`config.mk`:
```
export PLATFORM = sky130hd
export DESIGN_NAME = mri_core
export DESIGN_NICKNAME = d
export VERILOG_FILES = /design/src/rtl/mri_pkg.sv /design/src/rtl/mri_addr_gen.sv /design/src/rtl/mri_alu.sv /design/src/rtl/mri_ctrl.sv /design/src/rtl/mri_core.sv
export SDC_FILE = /design/constraint.sdc
export NUM_CORES = 1
export LEC_CHECK = 0
export ABC_AREA = 1
export ABC_CLOCK_PERIOD_IN_PS = 2700
export BUFFER_PORTS_ARGS = -buffer_cell sky130_fd_sc_hd__buf_4
export CORE_AREA = 2 2 120 87
export DETAILED_ROUTE_END_ITERATION = 6
export DIE_AREA = 0 0 122 89
export PLACE_DENSITY = 0.81
export SYNTH_ARGS = -nofsm -noshare
export SYNTH_HDL_FRONTEND = slang
export SYNTH_SLANG_ARGS = --single-unit
```
`constraint.sdc`:
```
create_clock -name clk -period 2.7 [get_ports clk]
set_input_delay 0.135 -clock clk [delete_from_list [all_inputs] [get_ports clk]]
set_output_delay 0.135 -clock clk [all_outputs]
set_load 0.005 [all_outputs]
```
`src/rtl/mri_pkg.sv`:
```
package mri_pkg;
    localparam int WORD_W = 12;
    localparam int FLD_W  = 3;
    localparam int OFF_W  = 7;
    localparam int OP_W   = 3;
    localparam int ADDR_W = FLD_W + WORD_W;
    localparam int PAGE_W = WORD_W - OFF_W;
    localparam int IND_B  = OFF_W + 1;

    typedef logic [WORD_W-1:0] word_t;
    typedef logic [FLD_W-1:0]  fld_t;

    typedef enum logic [OP_W-1:0] {
        OP_AND  = 3'd0,
        OP_TAD  = 3'd1,
        OP_ISZ  = 3'd2,
        OP_DCA  = 3'd3,
        OP_JMS  = 3'd4,
        OP_JMP  = 3'd5,
        OP_NOP6 = 3'd6,
        OP_NOP7 = 3'd7
    } opcode_t;

    typedef enum logic [2:0] {
        ST_FETCH,
        ST_DECODE,
        ST_PTR_RD,
        ST_PTR_UPD,
        ST_ACT,
        ST_OPND
    } state_t;
endpackage

```
`src/rtl/mri_addr_gen.sv`:
```
module mri_addr_gen
    import mri_pkg::*;
#(
    parameter int AUTO_LO = 8,
    parameter int AUTO_N  = 8
) (
    input  word_t instr,
    input  word_t pc,
    input  word_t ea_q,
    input  word_t ptr_word,
    output word_t page_ea,
    output logic  is_auto,
    output word_t ptr_next
);
    logic [AUTO_N-1:0] hit;

    // page select: bit OFF_W picks the instruction's own page
    assign page_ea = instr[OFF_W] ? {pc[WORD_W-1:OFF_W], instr[OFF_W-1:0]}
                                  : {{PAGE_W{1'b0}}, instr[OFF_W-1:0]};

    for (genvar g = 0; g < AUTO_N; g++) begin : g_auto
        assign hit[g] = (ea_q == word_t'(AUTO_LO + g));
    end

    assign is_auto  = |hit;
    assign ptr_next = is_auto ? ptr_word + word_t'(1) : ptr_word;
endmodule

```
`src/rtl/mri_alu.sv`:
```
module mri_alu
    import mri_pkg::*;
(
    input  opcode_t op,
    input  word_t   acc,
    input  logic    link,
    input  word_t   opnd,
    output word_t   acc_nx,
    output logic    link_nx,
    output word_t   inc_val,
    output logic    inc_zero
);
    logic [WORD_W:0] sum;

    assign sum      = {1'b0, acc} + {1'b0, opnd};
    assign inc_val  = opnd + word_t'(1);
    assign inc_zero = (inc_val == '0);

    always_comb begin
        acc_nx  = acc;
        link_nx = link;
        case (op)
            OP_AND: acc_nx = acc & opnd;
            OP_TAD: begin
                acc_nx  = sum[WORD_W-1:0];
                link_nx = link ^ sum[WORD_W];
            end
            default: ;
        endcase
    end
endmodule

```
`src/rtl/mri_ctrl.sv`:
```
module mri_ctrl
    import mri_pkg::*;
(
    input  logic    clk,
    input  logic    rst,
    input  opcode_t op,
    input  logic    ind,
    output state_t  state
);
    state_t state_nx;

    always_ff @(posedge clk) begin
        if (rst) state <= ST_FETCH;
        else     state <= state_nx;
    end

    always_comb begin
        state_nx = state;
        unique case (state)
            ST_FETCH:   state_nx = ST_DECODE;
            ST_DECODE: begin
                if (op == OP_NOP6 || op == OP_NOP7) state_nx = ST_FETCH;
                else if (ind)                       state_nx = ST_PTR_RD;
                else                                state_nx = ST_ACT;
            end
            ST_PTR_RD:  state_nx = ST_PTR_UPD;
            ST_PTR_UPD: state_nx = ST_ACT;
            ST_ACT: begin
                if (op == OP_AND || op == OP_TAD || op == OP_ISZ) state_nx = ST_OPND;
                else                                              state_nx = ST_FETCH;
            end
            ST_OPND:    state_nx = ST_FETCH;
            default:    state_nx = ST_FETCH;
        endcase
    end
endmodule

```
`src/rtl/mri_core.sv`:
```
module mri_core
    import mri_pkg::*;
#(
    parameter int AUTO_LO = 8,
    parameter int AUTO_N  = 8
) (
    input  logic                    clk,
    input  logic                    rst,
    input  logic [WORD_W-1:0]       boot_pc_i,
    input  logic [FLD_W-1:0]        boot_ifield_i,
    input  logic [FLD_W-1:0]        boot_dfield_i,
    output logic [ADDR_W-1:0]       mem_addr_o,
    output logic                    mem_rd_o,
    output logic                    mem_wr_o,
    output logic [WORD_W-1:0]       mem_wdata_o,
    input  logic [WORD_W-1:0]       mem_rdata_i,
    output logic                    retire_o,
    output logic [WORD_W-1:0]       acc_o,
    output logic                    link_o,
    output logic [WORD_W-1:0]       pc_o
);
    state_t  state;
    word_t   ir_q, pc_q, acc_q, ea_q;
    logic    link_q;
    fld_t    ifld_q, dfld_q, tgt_fld;
    word_t   cur_word, page_ea, ptr_next, acc_nx, inc_val;
    opcode_t op_cur;
    logic    ind_cur, is_auto, link_nx, inc_zero;

    // in DECODE the instruction is still on the read bus
    assign cur_word = (state == ST_DECODE) ? mem_rdata_i : ir_q;
    assign op_cur   = opcode_t'(cur_word[WORD_W-1:WORD_W-OP_W]);
    assign ind_cur  = cur_word[IND_B];
    assign tgt_fld  = (op_cur == OP_JMS || op_cur == OP_JMP || !ind_cur) ? ifld_q : dfld_q;

    mri_ctrl u_ctrl (
        .clk   (clk),
        .rst   (rst),
        .op    (op_cur),
        .ind   (ind_cur),
        .state (state)
    );

    mri_addr_gen #(
        .AUTO_LO (AUTO_LO),
        .AUTO_N  (AUTO_N)
    ) u_addr (
        .instr    (cur_word),
        .pc       (pc_q),
        .ea_q     (ea_q),
        .ptr_word (mem_rdata_i),
        .page_ea  (page_ea),
        .is_auto  (is_auto),
        .ptr_next (ptr_next)
    );

    mri_alu u_alu (
        .op       (op_cur),
        .acc      (acc_q),
        .link     (link_q),
        .opnd     (mem_rdata_i),
        .acc_nx   (acc_nx),
        .link_nx  (link_nx),
        .inc_val  (inc_val),
        .inc_zero (inc_zero)
    );

    // output process: memory strobes and retire per state
    always_comb begin
        mem_rd_o    = 1'b0;
        mem_wr_o    = 1'b0;
        mem_addr_o  = {ifld_q, pc_q};
        mem_wdata_o = acc_q;
        retire_o    = 1'b0;
        unique case (state)
            ST_FETCH:  mem_rd_o = 1'b1;
            ST_DECODE: retire_o = (op_cur == OP_NOP6) || (op_cur == OP_NOP7);
            ST_PTR_RD: begin
                mem_rd_o   = 1'b1;
                mem_addr_o = {ifld_q, ea_q};
            end
            ST_PTR_UPD: begin
                mem_wr_o    = is_auto;
                mem_addr_o  = {ifld_q, ea_q};
                mem_wdata_o = ptr_next;
            end
            ST_ACT: begin
                mem_addr_o = {tgt_fld, ea_q};
                case (op_cur)
                    OP_AND, OP_TAD, OP_ISZ: mem_rd_o = 1'b1;
                    OP_DCA: begin
                        mem_wr_o = 1'b1;
                        retire_o = 1'b1;
                    end
                    OP_JMS: begin
                        mem_wr_o    = 1'b1;
                        mem_wdata_o = pc_q;
                        retire_o    = 1'b1;
                    end
                    OP_JMP:  retire_o = 1'b1;
                    default: ;
                endcase
            end
            ST_OPND: begin
                mem_addr_o  = {tgt_fld, ea_q};
                mem_wdata_o = inc_val;
                mem_wr_o    = (op_cur == OP_ISZ);
                retire_o    = 1'b1;
            end
            default: ;
        endcase
    end

    // architectural and sequencing registers
    always_ff @(posedge clk) begin
        if (rst) begin
            pc_q   <= boot_pc_i;
            ifld_q <= boot_ifield_i;
            dfld_q <= boot_dfield_i;
            acc_q  <= '0;
            link_q <= 1'b0;
            ir_q   <= '0;
            ea_q   <= '0;
        end else begin
            case (state)
                ST_DECODE: begin
                    ir_q <= mem_rdata_i;
                    pc_q <= pc_q + word_t'(1);
                    ea_q <= page_ea;
                end
                ST_PTR_UPD: ea_q <= ptr_next;
                ST_ACT: begin
                    case (op_cur)
                        OP_DCA:  acc_q <= '0;
                        OP_JMS:  pc_q  <= ea_q + word_t'(1);
                        OP_JMP:  pc_q  <= ea_q;
                        default: ;
                    endcase
                end
                ST_OPND: begin
                    if (op_cur == OP_ISZ) begin
                        if (inc_zero) pc_q <= pc_q + word_t'(1);
                    end else begin
                        acc_q  <= acc_nx;
                        link_q <= link_nx;
                    end
                end
                default: ;
            endcase
        end
    end

    assign acc_o  = acc_q;
    assign link_o = link_q;
    assign pc_o   = pc_q;
endmodule

```
* Yosys cells after proc, flatten, opt, wreduce, memory -nomap -nowiden
Index checks and enable logic that the tools add are counted.
Cells by class: bitwise operators 3, multiply operators 0, reductions and logical operators 22, $add $sub $neg 4, multiplexer cells 27, equal/unequal tests 26, shift operators 0, order comparisons 0, divide/modulo/power cells 0
Operators with widths (number):
- $mux W12 | 9
- $eq A12 B4 Y1 const B | 8
- $pmux W12 S2 | 4
- $pmux W12 S3 | 2
- $add A12 B1 Y12 const B | 3
- $pmux W15 S2 | 1
- $eq A3 B3 Y1 const B | 6
- $pmux W3 S5 | 1
- $add A12 B12 Y13 | 1
- $and A12 B12 Y12 | 1
- $eq A3 B2 Y1 const B | 4
- $logic_not A12 Y1 | 1
- $mux W3 | 4
- $reduce_and A4 Y1 | 2
- $reduce_or A2 Y1 | 4
- $reduce_or A8 Y1 | 1
- $eq A3 B1 Y1 const B | 2
- $logic_not A3 Y1 | 2
- $ne A3 B3 Y1 const B | 2
- $pmux W1 S3 | 2
- $reduce_or A3 Y1 | 2
- $logic_or A1 B1 Y1 | 5
- $ne A2 B2 Y1 const B | 2
- $ne A4 B4 Y1 const B | 1
- 9 further kinds | 12
Storage, ports and cells: bits of input ports 32, bits in registers 58, output and inout port bits 55, memory bits (read-only) 0, RAM bits 0, bits in latches 0, memories kept 0

* Longest topological paths before layout
Gate-level depths: netlist (run 1).
depth after elaboration 7, depth in mapped cells 13, gate-level depth less buffers 13

* Hierarchy
A second synthesis (run 1) with hierarchy kept.
Second synthesis, totals: cell total of the unflattened synthesis 946, area total of the unflattened synthesis 5858.1 sq um
Modules (own cells, without submodules):
- mri_core | cells an instance 573, area each 3885.0 sq um, times used 1
- mri_alu | cells an instance 255, area each 1282.5 sq um, times used 1
- mri_addr_gen | cells an instance 96, area each 526.8 sq um, times used 1
- mri_ctrl | cells an instance 22, area each 163.9 sq um, times used 1

* Worst setup path before layout (run 1)
Ideal clock, no wire load.
kind reg-to-reg, start reg u_ctrl.state[0], end reg pc_q[0] (netlist: pc_o[0]), enable pin, cell stages (with the launch flop) 14, slack 743 ps, data required time 2350 ps, library setup time 350 ps, path buffers 1, arrival 1606 ps, cells stage by stage dfxtp_1 -> inv_2 -> nor2_1 -> nand2_2 -> buf_6 -> nand2_2 -> nand2_4 -> inv_1 -> nand3_1 -> nand2_1 -> nand2_1 -> nor2_1 -> nand2_1 -> nand2_1
Between the ends: longest elaborated chain between the ends 5, elaborated cells between the ends (all ways) 12, classes of those cells eq/ne (9); mux (1); reduce/logical (2)
Ends and longest elaborated chain:
- from (decl) | RTL line mri_ctrl.sv:8 | output state_t state
- from (signal assigned) | RTL line mri_ctrl.sv:14 | else state <= state_nx;
- $eq A3 B1 Y1 | RTL line mri_core.sv:31, mri_core.sv:125
- $mux W12
- $eq A3 B3 Y1 or $eq A3 B2 Y1 (tied branches) | RTL line mri_core.sv:133, mri_core.sv:141
- $ne A4 B4 Y1 (no source line) or $ne A3 B3 Y1 (tied branches)
- $reduce_and A4 Y1 (no source line) *
- to (signal assigned) | RTL line mri_core.sv:135 | OP_JMS: pc_q <= ea_q + word_t'(1);
- to (signal assigned) | RTL line mri_core.sv:136 | OP_JMP: pc_q <= ea_q;
- to (signal assigned) | RTL line mri_core.sv:142 | if (inc_zero) pc_q <= pc_q + word_t'(1);
- to (decl) | RTL line mri_core.sv:23 | word_t ir_q, pc_q, acc_q, ea_q;
Mark *: on every way between the ends. The rest lies on a longest branch, timed or not. A chain may end at the register's enable or synchronous reset.

* Final worst setup path (run 1)
start reg ea_q[0], end out mem_wdata_o[4]
Between the ends: longest elaborated chain between the ends 4, elaborated cells between the ends (all ways) 11, classes of those cells eq/ne (8); mux (2); reduce/logical (1)
Ends and longest elaborated chain:
- from (decl) | RTL line mri_core.sv:23
- from (signal assigned) | RTL line mri_core.sv:129 | ea_q <= page_ea;
- from (signal assigned) | RTL line mri_core.sv:131 | ST_PTR_UPD: ea_q <= ptr_next;
- $eq A12 B4 Y1 | RTL line mri_addr_gen.sv:22 | assign hit[g] = (ea_q == word_t'(AUTO_LO + g));
- $reduce_or A8 Y1 * | RTL line mri_addr_gen.sv:25 | assign is_auto = |hit;
- $mux W12 * | RTL line mri_addr_gen.sv:26 | assign ptr_next = is_auto ? ptr_word + word_t'(1) : ptr_word;
- $pmux W12 S3 * | RTL line mri_core.sv:75 | unique case (state)
- to (decl) | RTL line mri_core.sv:15 | output logic [WORD_W-1:0] mem_wdata_o,
Marked as above.

==> impl_metrics.json, run 1 <==
{
  "crit_family": "simple AND/OR/NAND/NOR gates",
  "clkTransAtPathRegs_ns": 0.07,
  "cp_slowest_stage_delay_ns": 0.50,
  "post-dp-hpwl_um": 12000,
  "rows": 30,
  "drv_slew": 0,
  "clock.fmax_mhz": 404,
  "ys_ff_latch": 51,
  "cp_slowest_cell": "dfxtp_1",
  "finClkSkew_ns": 0.00490,
  "critPathMostFrequentCell": "nand2_1",
  "wl_per_cell_um": 15.4,
  "gr-total-overflow": 0,
  "nets": 932,
  "core_um2": 9570,
  "syn_inst": 800,
  "first_global_vias": 4823,
  "drtIter0Drc": 622,
  "seq_area_um2": 1200,
  "fill_cells": 978,
  "drtAntennaViolNets": 0,
  "n_antenna_cell": 0,
  "dieArea_um2": 10900,
  "io_buffers": 86,
  "vias_per_cell": 5.46,
  "clock-root-buffer": "clkbuf_16",
  "synth.distinct_cells": 38,
  "crit_fanout": 17,
  "p_per_area_nw_per_um2": 478,
  "vdd_drop_max_v": 0.000311,
  "crit_type": "reg -> out",
  "required_ns": 2.57,
  "critPathCaptureType": "primary output",
  "cts_tree": "built",
  "clk_latency_ns": 0.30,
  "ys.warnings.count": 0,
  "syn_to_final_growth_pct": 20.0,
  "grt_first_pass_wirelength_um": 24700,
  "syn_area_per_cell_um2": 5.93,
  "ys_top_cells_by_area": "nand2_1 21%, dfxtp_1 14%, edfxtp_1 11%, nand3_1 8.1%, inv_1 7.6%",
  "drc": 0,
  "setup_violations": 0,
  "dp_slack_ns": 0.483,
  "drt_wl_total_um": 15500,
  "drive_gt1_frac": 0.151,
  "layout_commonest_cell": "nand2_1",
  "gp_congestion": 0.964,
  "yosysSeqAreaShare": 0.253,
  "status": "complete, no violations",
  "multi_input_area_um2": 3050,
  "syn-num-nets": 851,
  "cts.htree.levels": 2,
  "max-cap-violations": 0,
  "numClockSinks": 51,
  "fin_crit_ns": 2.47,
  "grt_usage": 0.293,
  "cp.arrival_ns": 2.34,
  "hold_path_class": "in -> reg",
  "start_util": 0.496,
  "power.leakage_uw": 0.00282,
  "cts_buffers": 5,
  "tightest_slew_ns": 0.949,
  "grt_max_degree": 37,
  "synth_area_leader_cell": "nand2_1",
  "cp-start-kind": "register",
  "cp_num_buf_inv": 3,
  "design.portCount": 87,
  "syn_area_um2": 4740,
  "yosysTopAreaCellShare": 0.207,
  "worst_slack_ns": 0.226,
  "min_period_over_period": 0.916,
  "rsz0062_at_grt": "false",
  "fin_setup_tns_ns": 0,
  "path_cells": "inv_1 -> ha_1 -> nor2_1 -> nand2_1 -> nand2_1 -> nor2_2 -> buf_4 -> nand2_1 -> o21ai_0 -> nand2_1 -> nand2_1 -> a21oi_1 -> nand2_1 -> buf_4",
  "cts.path.max_buffers": 2,
  "cts_setup_buffers": 0,
  "vias": 5512,
  "die_h_um": 89,
  "most-common-layout-cells": "262 x nand2_1, 96 x inv_1, 96 x buf_4",
  "fp.dieW_um": 122,
  "drt_first_pass_iters": 6,
  "hold_viol_final": 0,
  "slew_headroom": 0.367,
  "antenna_found_initial": 0
}
==> timing repair <==
item                                    CTS  global route
gates resized for setup                   0             1
hold buffers                              0             3
endpoints found under the setup margin    0             4
endpoints found under the hold margin     0             3
==> through the flow <==
step	hold slack [ns]	util	area (µm²)	power (µW)	cells
3_3_place_gp	0.314	0.576	5510	2020	999
4_1_cts	0.00208	0.592	5660	2700	1007
2_1_floorplan	0.234	-	4740	1610	800
3_5_place_dp	0.314	0.576	5510	2030	999
6_report	0.00875	0.595	5690	2720	1010
5_1_grt	0.0000349	0.595	5690	2890	1010
==> power breakdown <==
part / total (µW) / internal [µW] / switching, µW
clock: 672 / 352 / 319
sequential: 1020 / 892 / 125
combinational: 1030 / 394 / 639
total: 2720 / 1640 / 1080
==> layer usage <==
| layer | up-vias | wire length (µm) | share of wire | track usage |
|---|---|---|---|---|
| met5 | - | 0 | 0 | 0 |
| met4 | 0 | 63 | 0.0041 | 0.0564 |
| met3 | 6 | 1890 | 0.12 | 0.0740 |
| met2 | 304 | 6220 | 0.40 | 0.414 |
| met1 | 2444 | 7380 | 0.47 | 0.448 |
| li1 | 2758 | - | - | - |
==> kinds of logic after synthesis <==
kind of cell / synth area share
buf+inv: 0.105
fa+ha+maj: 0.0517
simple gates: 0.413
xor+xnor: 0.0222
compound gates: 0.155
flops: 0.253
==> area by class of cell <==
cell class / count / share of cell area
multi-input cells: 622 / 0.535
flip-flops and latches: 51 / 0.211
repair buffers: 99 / 0.132
inverters: 102 / 0.0672
well taps: 128 / 0.0281
clock buffers: 5 / 0.0220
clock inverters: 3 / 0.00483
==> synthesized netlist by cell type <==
library cell,instances
nand3b_1,4
clkinv_1,1
nand4_1,17
buf_2,9
o21bai_2,1
nor2_8,1
xnor2_1,3
o21ai_1,6
inv_1,96
nand2_4,1
o21a_1,1
nor3_1,11
fa_1,1
nand2_2,7
ha_1,18
dfxtp_1,33
o211ai_1,3
inv_2,5
buf_4,1
nor2_4,2
a31oi_1,1
a21oi_1,68
a32oi_1,1
o21ai_2,2
o21ai_4,1
nor2_2,4
xor2_1,9
clkbuf_1,14
nand2_1,262
edfxtp_1,18
or2_2,1
nor2_1,62
nand3_1,77
nand3_2,3
buf_6,1
o21ai_0,52
o21bai_1,2
and2_1,1
==> sequential cells by signal, indices dropped and copies added (netlist names) <==
register and flops:
pc_o 12, acc_o 12, ir_q 5, ea_q 12, link_o 1, u_ctrl.state 3
dfld_q 3, ifld_q 3
==> path summary, 6_finish.rpt <==
check | start | end | slack, ns | depth (start not counted)
max reg2reg | u_ctrl.state[1]$_SDFF_PP0_ | pc_o[6]$_DFFE_PP_ | 0.45 | 12
min | boot_ifield_i[0] | ifld_q[0]$_DFFE_PP_ | 0.009 | 1
max | ea_q[0]$_SDFFE_PP0P_ | mem_wdata_o[4] | 0.23 | 14
min reg2reg | acc_o[7]$_SDFFE_PP0P_ | acc_o[7]$_SDFFE_PP0P_ | 0.53 | 2
==> worst register-to-register path, cell delays in order, from the launching register on <==
cell and delay, ns:
dfxtp_1 0.47, inv_2 0.08, nand2_2 0.14, nor2_8 0.08, nand2_1 0.10, nand2_2 0.12, inv_1 0.15, nand3_1 0.10
nand2_1 0.07, nand2_1 0.05, nor2_1 0.10, nand2_1 0.06, nand2_1 0.37
Power figures use the tool's default switching activity.
==> run 2, diff against run 1 <==
--- a/config.mk
+++ b/config.mk
@@ -11,7 +11,7 @@
 export CORE_AREA = 2 2 120 87
 export DETAILED_ROUTE_END_ITERATION = 6
 export DIE_AREA = 0 0 122 89
-export PLACE_DENSITY = 0.81
+export PLACE_DENSITY_LB_ADDON = 0.12
 export SYNTH_ARGS = -nofsm -noshare
 export SYNTH_HDL_FRONTEND = slang
 export SYNTH_SLANG_ARGS = --single-unit
==> impl_metrics.json, run 2 (synthesized netlist as in run 1, its figures left out) <==
{
  "netSwitchingPower_uw": 1110,
  "nets": 933,
  "finClkSkew_ns": 0.00969,
  "cp.arrival_ns": 2.36,
  "crit_family": "buffers and inverters",
  "clock.fmax_mhz": 402,
  "swShare": 0.390,
  "die_h_um": 89,
  "gp_congestion": 0.976,
  "hold_path_class": "in -> reg",
  "grt_max_degree": 37,
  "cp-start-kind": "register",
  "clock-root-buffer": "clkbuf_16",
  "fp.dieW_um": 122,
  "numClockSinks": 51,
  "post-dp-hpwl_um": 13000,
  "p_per_area_nw_per_um2": 496,
  "drtIter0Drc": 815,
  "critPathCaptureType": "primary output",
  "fin_setup_tns_ns": 0,
  "min_period_over_period": 0.922,
  "cp.depth": 11,
  "first_global_vias": 4988,
  "cts.htree.levels": 2,
  "cts_tree": "built",
  "antenna_found_initial": 0,
  "drt_first_pass_iters": 6,
  "slew_headroom": 0.360,
  "drt_wl_total_um": 16700,
  "vias": 5661,
  "crit_type": "reg -> out",
  "status": "finished, violations left",
  "cp_num_buf_inv": 3,
  "vias_per_cell": 5.60,
  "rsz0062_at_grt": "false",
  "hold_viol_final": 2,
  "holdWs_ns": -0.00122,
  "rows": 30,
  "cp-endpoint": "mem_wdata_o[9]",
  "tightest_slew_ns": 0.960,
  "drc": 0,
  "worst_r2r_endpoint": "pc_o[0]$_DFFE_PP_",
  "drtAntennaViolNets": 0,
  "syn_to_final_growth_pct": 20.5,
  "cp_slowest_cell": "dfxtp_2",
  "grt_usage": 0.313,
  "cts_buffers": 5,
  "cp_slowest_stage_delay_ns": 0.44,
  "vdd_drop_max_v": 0.000391,
  "reg2reg_from": "u_ctrl.state[0]$_SDFF_PP0_",
  "power.leakage_uw": 0.00284,
  "max-cap-violations": 0,
  "wl_per_cell_um": 16.5,
  "required_ns": 2.57,
  "most-common-layout-cells": "262 x nand2_1, 97 x buf_4, 96 x inv_1",
  "clkTransAtPathRegs_ns": 0.08,
  "start_util": 0.496,
  "io_buffers": 86,
  "core_um2": 9570,
  "path_cells": "inv_1 -> ha_1 -> nor2_1 -> nand2_1 -> nand2_1 -> nor2_2 -> inv_1 -> a21oi_1 -> o21ai_1 -> nand4_1 -> buf_4",
  "crit_fanout": 8,
  "finish.utilization": 0.598,
  "worstSetupStartpoint": "ea_q[0]$_SDFFE_PP0P_",
  "violations": "hold timing",
  "gr-total-overflow": 0,
  "setup_violations": 0,
  "p_int_uw": 1730,
  "fin_crit_ns": 2.49,
  "drive_gt1_frac": 0.152,
  "grt_first_pass_wirelength_um": 26000,
  "fill_cells": 967,
  "reg2reg_slack_ns": 0.32,
  "layout_commonest_cell": "nand2_1",
  "p_comb_frac": 0.364,
  "n_antenna_cell": 0,
  "drv_slew": 0,
  "dieArea_um2": 10900,
  "clockPowerShare": 0.274,
  "clk_latency_ns": 0.31,
  "worstRegToRegCells": 12,
  "design.portCount": 87,
  "power_frac_seq": 0.362,
  "cts.path.max_buffers": 2
}
## run 2: changes by cell type in the layout (fill, tap and decap cells not counted), sizes merged
| cell | change |
|---|---|
| clkinv | -1 |
| buf | +1 |
| bufinv | +1 |
## run 2: what timing repair did
item | in CTS | in global routing
hold endpoints to repair | 3 | 0
setup buffers | 0 | 0
resized for setup | 0 | 2
hold buffers | 3 | 0
setup endpoints to repair | 0 | 3
## run 2: cell type report
class                           count  area (µm²)  share of cell area
Sequential cell                    51        1200               0.210
Clock inverter                      3        46.3             0.00809
Inverter                          102         383              0.0669
Multi-Input combinational cell    622        3040               0.532
Timing Repair Buffer              100         758               0.133
Clock buffer                        5         125              0.0219
Tap cell                          128         160              0.0280
## run 2: worst min-delay path by stage
stage / end / slack (ns) / from / depth (start not counted)
2_1_floorplan: dfld_q[0]$_DFFE_PP_ / 0.23 / boot_dfield_i[0] / 0
3_3_place_gp: dfld_q[0]$_DFFE_PP_ / 0.31 / boot_dfield_i[0] / 1
3_5_place_dp: dfld_q[0]$_DFFE_PP_ / 0.31 / boot_dfield_i[0] / 1
4_1_cts: ifld_q[2]$_DFFE_PP_ / 0.0006 / boot_ifield_i[2] / 1
5_1_grt: ifld_q[0]$_DFFE_PP_ / 0.0007 / boot_ifield_i[0] / 1
6_report: ifld_q[2]$_DFFE_PP_ / -0.001 / boot_ifield_i[2] / 1
## run 2: worst reg2reg max path, stage by stage (launching register included)
cell and delay [ns]:
dfxtp_1 0.38, inv_2 0.06, nor2_1 0.16, nand2_2 0.18
nand2_1 0.12, nand2_2 0.12, inv_1 0.15, nand3_1 0.11
nand2_1 0.07, nand2_1 0.05, nor2_1 0.10, nand2_1 0.06
nand2_1 0.47
## run 2: power by group through the flow
stage,combinational (µW),clock (µW),sequential (µW)
6_report,1030,778,1030
3_3_place_gp,1000,0,1040
5_1_grt,1160,798,1030
4_1_cts,1020,774,1020
3_5_place_dp,1010,0,1040
2_1_floorplan,627,0,987
## run 2: routing by layer
metal	global-route usage	up-vias	routed length, µm
met5	0	-	0
met1	0.465	2582	7680
met3	0.0963	16	2160
met2	0.445	293	6720
met4	0.0585	0	136
li1	-	2770	-
## run 2: through the flow
step | hold slack, ns | setup slack, ns | cells | cell area, µm² | total power (µW)
after floorplan | 0.234 | 0.743 | 800 | 4740 | 1610
after global placement | 0.313 | 0.387 | 1000 | 5520 | 2040
after detailed placement | 0.314 | 0.348 | 1000 | 5520 | 2040
after CTS | 0.000611 | 0.0716 | 1011 | 5720 | 2810
after global routing | 0.000707 | 0.0657 | 1011 | 5720 | 2990
final | -0.00122 | 0.210 | 1011 | 5720 | 2840
==> run 3, diff against run 2 <==
--- a/config.mk
+++ b/config.mk
@@ -8,9 +8,9 @@
 export ABC_AREA = 1
 export ABC_CLOCK_PERIOD_IN_PS = 2700
 export BUFFER_PORTS_ARGS = -buffer_cell sky130_fd_sc_hd__buf_4
-export CORE_AREA = 2 2 120 87
+export CORE_AREA = 2 2 91 114
 export DETAILED_ROUTE_END_ITERATION = 6
-export DIE_AREA = 0 0 122 89
+export DIE_AREA = 0 0 93 116
 export PLACE_DENSITY_LB_ADDON = 0.12
 export SYNTH_ARGS = -nofsm -noshare
 export SYNTH_HDL_FRONTEND = slang
==> impl_metrics.json, run 3 (synthesized netlist as in run 1, its figures left out) <==
{
  "status": "complete, no violations",
  "dieArea_um2": 10800,
  "cp.arrival_ns": 2.35,
  "power_uw": 2740,
  "tightest_slew_ns": 0.934,
  "vias": 5515,
  "grt_max_degree": 37,
  "die_h_um": 116,
  "power.leakage_uw": 0.00283,
  "cts_tree": "built",
  "rsz0062_at_grt": "false",
  "critPathCaptureType": "primary output",
  "io_buffers": 86,
  "design.portCount": 87,
  "cts_setup_buffers": 0,
  "final_area_um2": 5690,
  "clockPowerShare": 0.248,
  "drtAntennaViolNets": 0,
  "swShare": 0.400,
  "reg2reg_slack_ns": 0.36,
  "core_um2": 9610,
  "worst_slack_ns": 0.213,
  "n_antenna_cell": 0,
  "clock.fmax_mhz": 402,
  "grt_first_pass_wirelength_um": 26200,
  "gp_congestion": 0.983,
  "rows": 40,
  "drtIter0Drc": 346,
  "worst_r2r_endpoint": "pc_o[9]$_DFFE_PP_",
  "max-cap-violations": 0,
  "first_global_vias": 5232,
  "min_period_over_period": 0.921,
  "hold_path_class": "in -> reg",
  "required_ns": 2.57,
  "cts_buffers": 5,
  "gr-total-overflow": 0,
  "p_per_area_nw_per_um2": 481,
  "cp-start-kind": "register",
  "clk_latency_ns": 0.30,
  "syn_to_final_growth_pct": 20.0,
  "worstSetupStartpoint": "ea_q[0]$_SDFFE_PP0P_",
  "cp-endpoint": "mem_wdata_o[6]",
  "vdd_drop_max_v": 0.000277,
  "vias_per_cell": 5.47,
  "slew_headroom": 0.377,
  "place_area_um2": 5510,
  "start_util": 0.494,
  "p_comb_frac": 0.378,
  "dp_slack_ns": 0.383,
  "numClockSinks": 51,
  "fin_setup_tns_ns": 0,
  "crit_type": "reg -> out",
  "reg2reg_from": "u_ctrl.state[1]$_SDFF_PP0_",
  "cts.path.max_buffers": 2,
  "nets": 932,
  "fp.dieW_um": 93,
  "crit_fanout": 17,
  "netSwitchingPower_uw": 1100,
  "setup_violations": 0,
  "post-dp-hpwl_um": 13100,
  "worstRegToRegCells": 12,
  "fin_crit_ns": 2.49,
  "cts.htree.levels": 2,
  "drt_first_pass_iters": 5,
  "hold_viol_final": 0,
  "layout_commonest_cell": "nand2_1",
  "power_frac_seq": 0.374,
  "p_int_uw": 1640,
  "hold_depth": 1,
  "drt_wl_total_um": 16600,
  "finClkSkew_ns": 0.00389,
  "drive_gt1_frac": 0.152,
  "finish.utilization": 0.593,
  "antenna_found_initial": 0,
  "clkTransAtPathRegs_ns": 0.07,
  "clock-root-buffer": "clkbuf_16",
  "most-common-layout-cells": "262 x nand2_1, 96 x inv_1, 96 x buf_4",
  "drv_slew": 0,
  "grt_usage": 0.311,
  "drc": 0,
  "wl_per_cell_um": 16.5
}
## run 3: cell count changes in the layout (fill, tap and decap cells not counted), sizes merged
| cell | before | now |
|---|---|---|
| clkinvlp | 1 | 0 |
| clkinv | 1 | 3 |
| buf | 97 | 96 |
| bufinv | 1 | 0 |
## run 3: critical path, cell delays in order, from the launching register on
cell	delay, ns
dfxtp_2	0.46
inv_1	0.18
ha_1	0.24
nor2_1	0.10
nand2_1	0.06
nand2_1	0.07
nor2_2	0.06
buf_4	0.19
nand2_1	0.06
o21ai_0	0.07
nand2_1	0.08
nand2_1	0.06
a21oi_1	0.17
nand2_1	0.10
buf_4	0.14
## run 3: worst min-delay path by stage
stage | startpoint | endpoint | slack [ns]
final | boot_dfield_i[2] | dfld_q[2]$_DFFE_PP_ | 0.006
after global routing | boot_ifield_i[0] | ifld_q[0]$_DFFE_PP_ | 0.0003
after CTS | boot_dfield_i[2] | dfld_q[2]$_DFFE_PP_ | 0.0003
after detailed placement | boot_ifield_i[1] | ifld_q[1]$_DFFE_PP_ | 0.31
after global placement | boot_dfield_i[0] | dfld_q[0]$_DFFE_PP_ | 0.31
after floorplan | boot_dfield_i[0] | dfld_q[0]$_DFFE_PP_ | 0.23
## run 3: layout make-up
cell class | count | area [µm²]
clock buffers | 5 | 125
well taps | 126 | 158
clock inverters | 3 | 28.8
multi-input cells | 622 | 3050
fillers | 1006 | 3920
inverters | 102 | 383
flip-flops and latches | 51 | 1200
repair buffers | 99 | 751
## run 3: power by group through the flow
stage | combinational, µW | sequential (µW) | clock, µW
CTS | 1030 | 1020 | 688
detailed placement | 1020 | 1040 | 0
global placement | 1010 | 1030 | 0
floorplan | 627 | 987 | 0
global route | 1150 | 1030 | 709
finish | 1040 | 1020 | 680
## run 3: what timing repair did
action / 4_1_cts / 5_1_grt
gates resized for setup: 0 / 2
setup endpoints to repair: 0 / 9
hold buffers: 2 / 1
hold endpoints to repair: 2 / 1
## run 3: layer usage
layer	up-vias	routed length (µm)	track usage
li1	2764	-	-
met1	2490	6670	0.368
met2	208	8130	0.541
met3	53	790	0.0312
met4	0	1030	0.194
met5	-	0	0
## run 3: stage by stage
stage / hold WS, ns / instances
3_5_place_dp: 0.315 / 997
4_1_cts: 0.000323 / 1007
5_1_grt: 0.000256 / 1008
3_3_place_gp: 0.314 / 997
2_1_floorplan: 0.234 / 800
6_report: 0.00583 / 1008
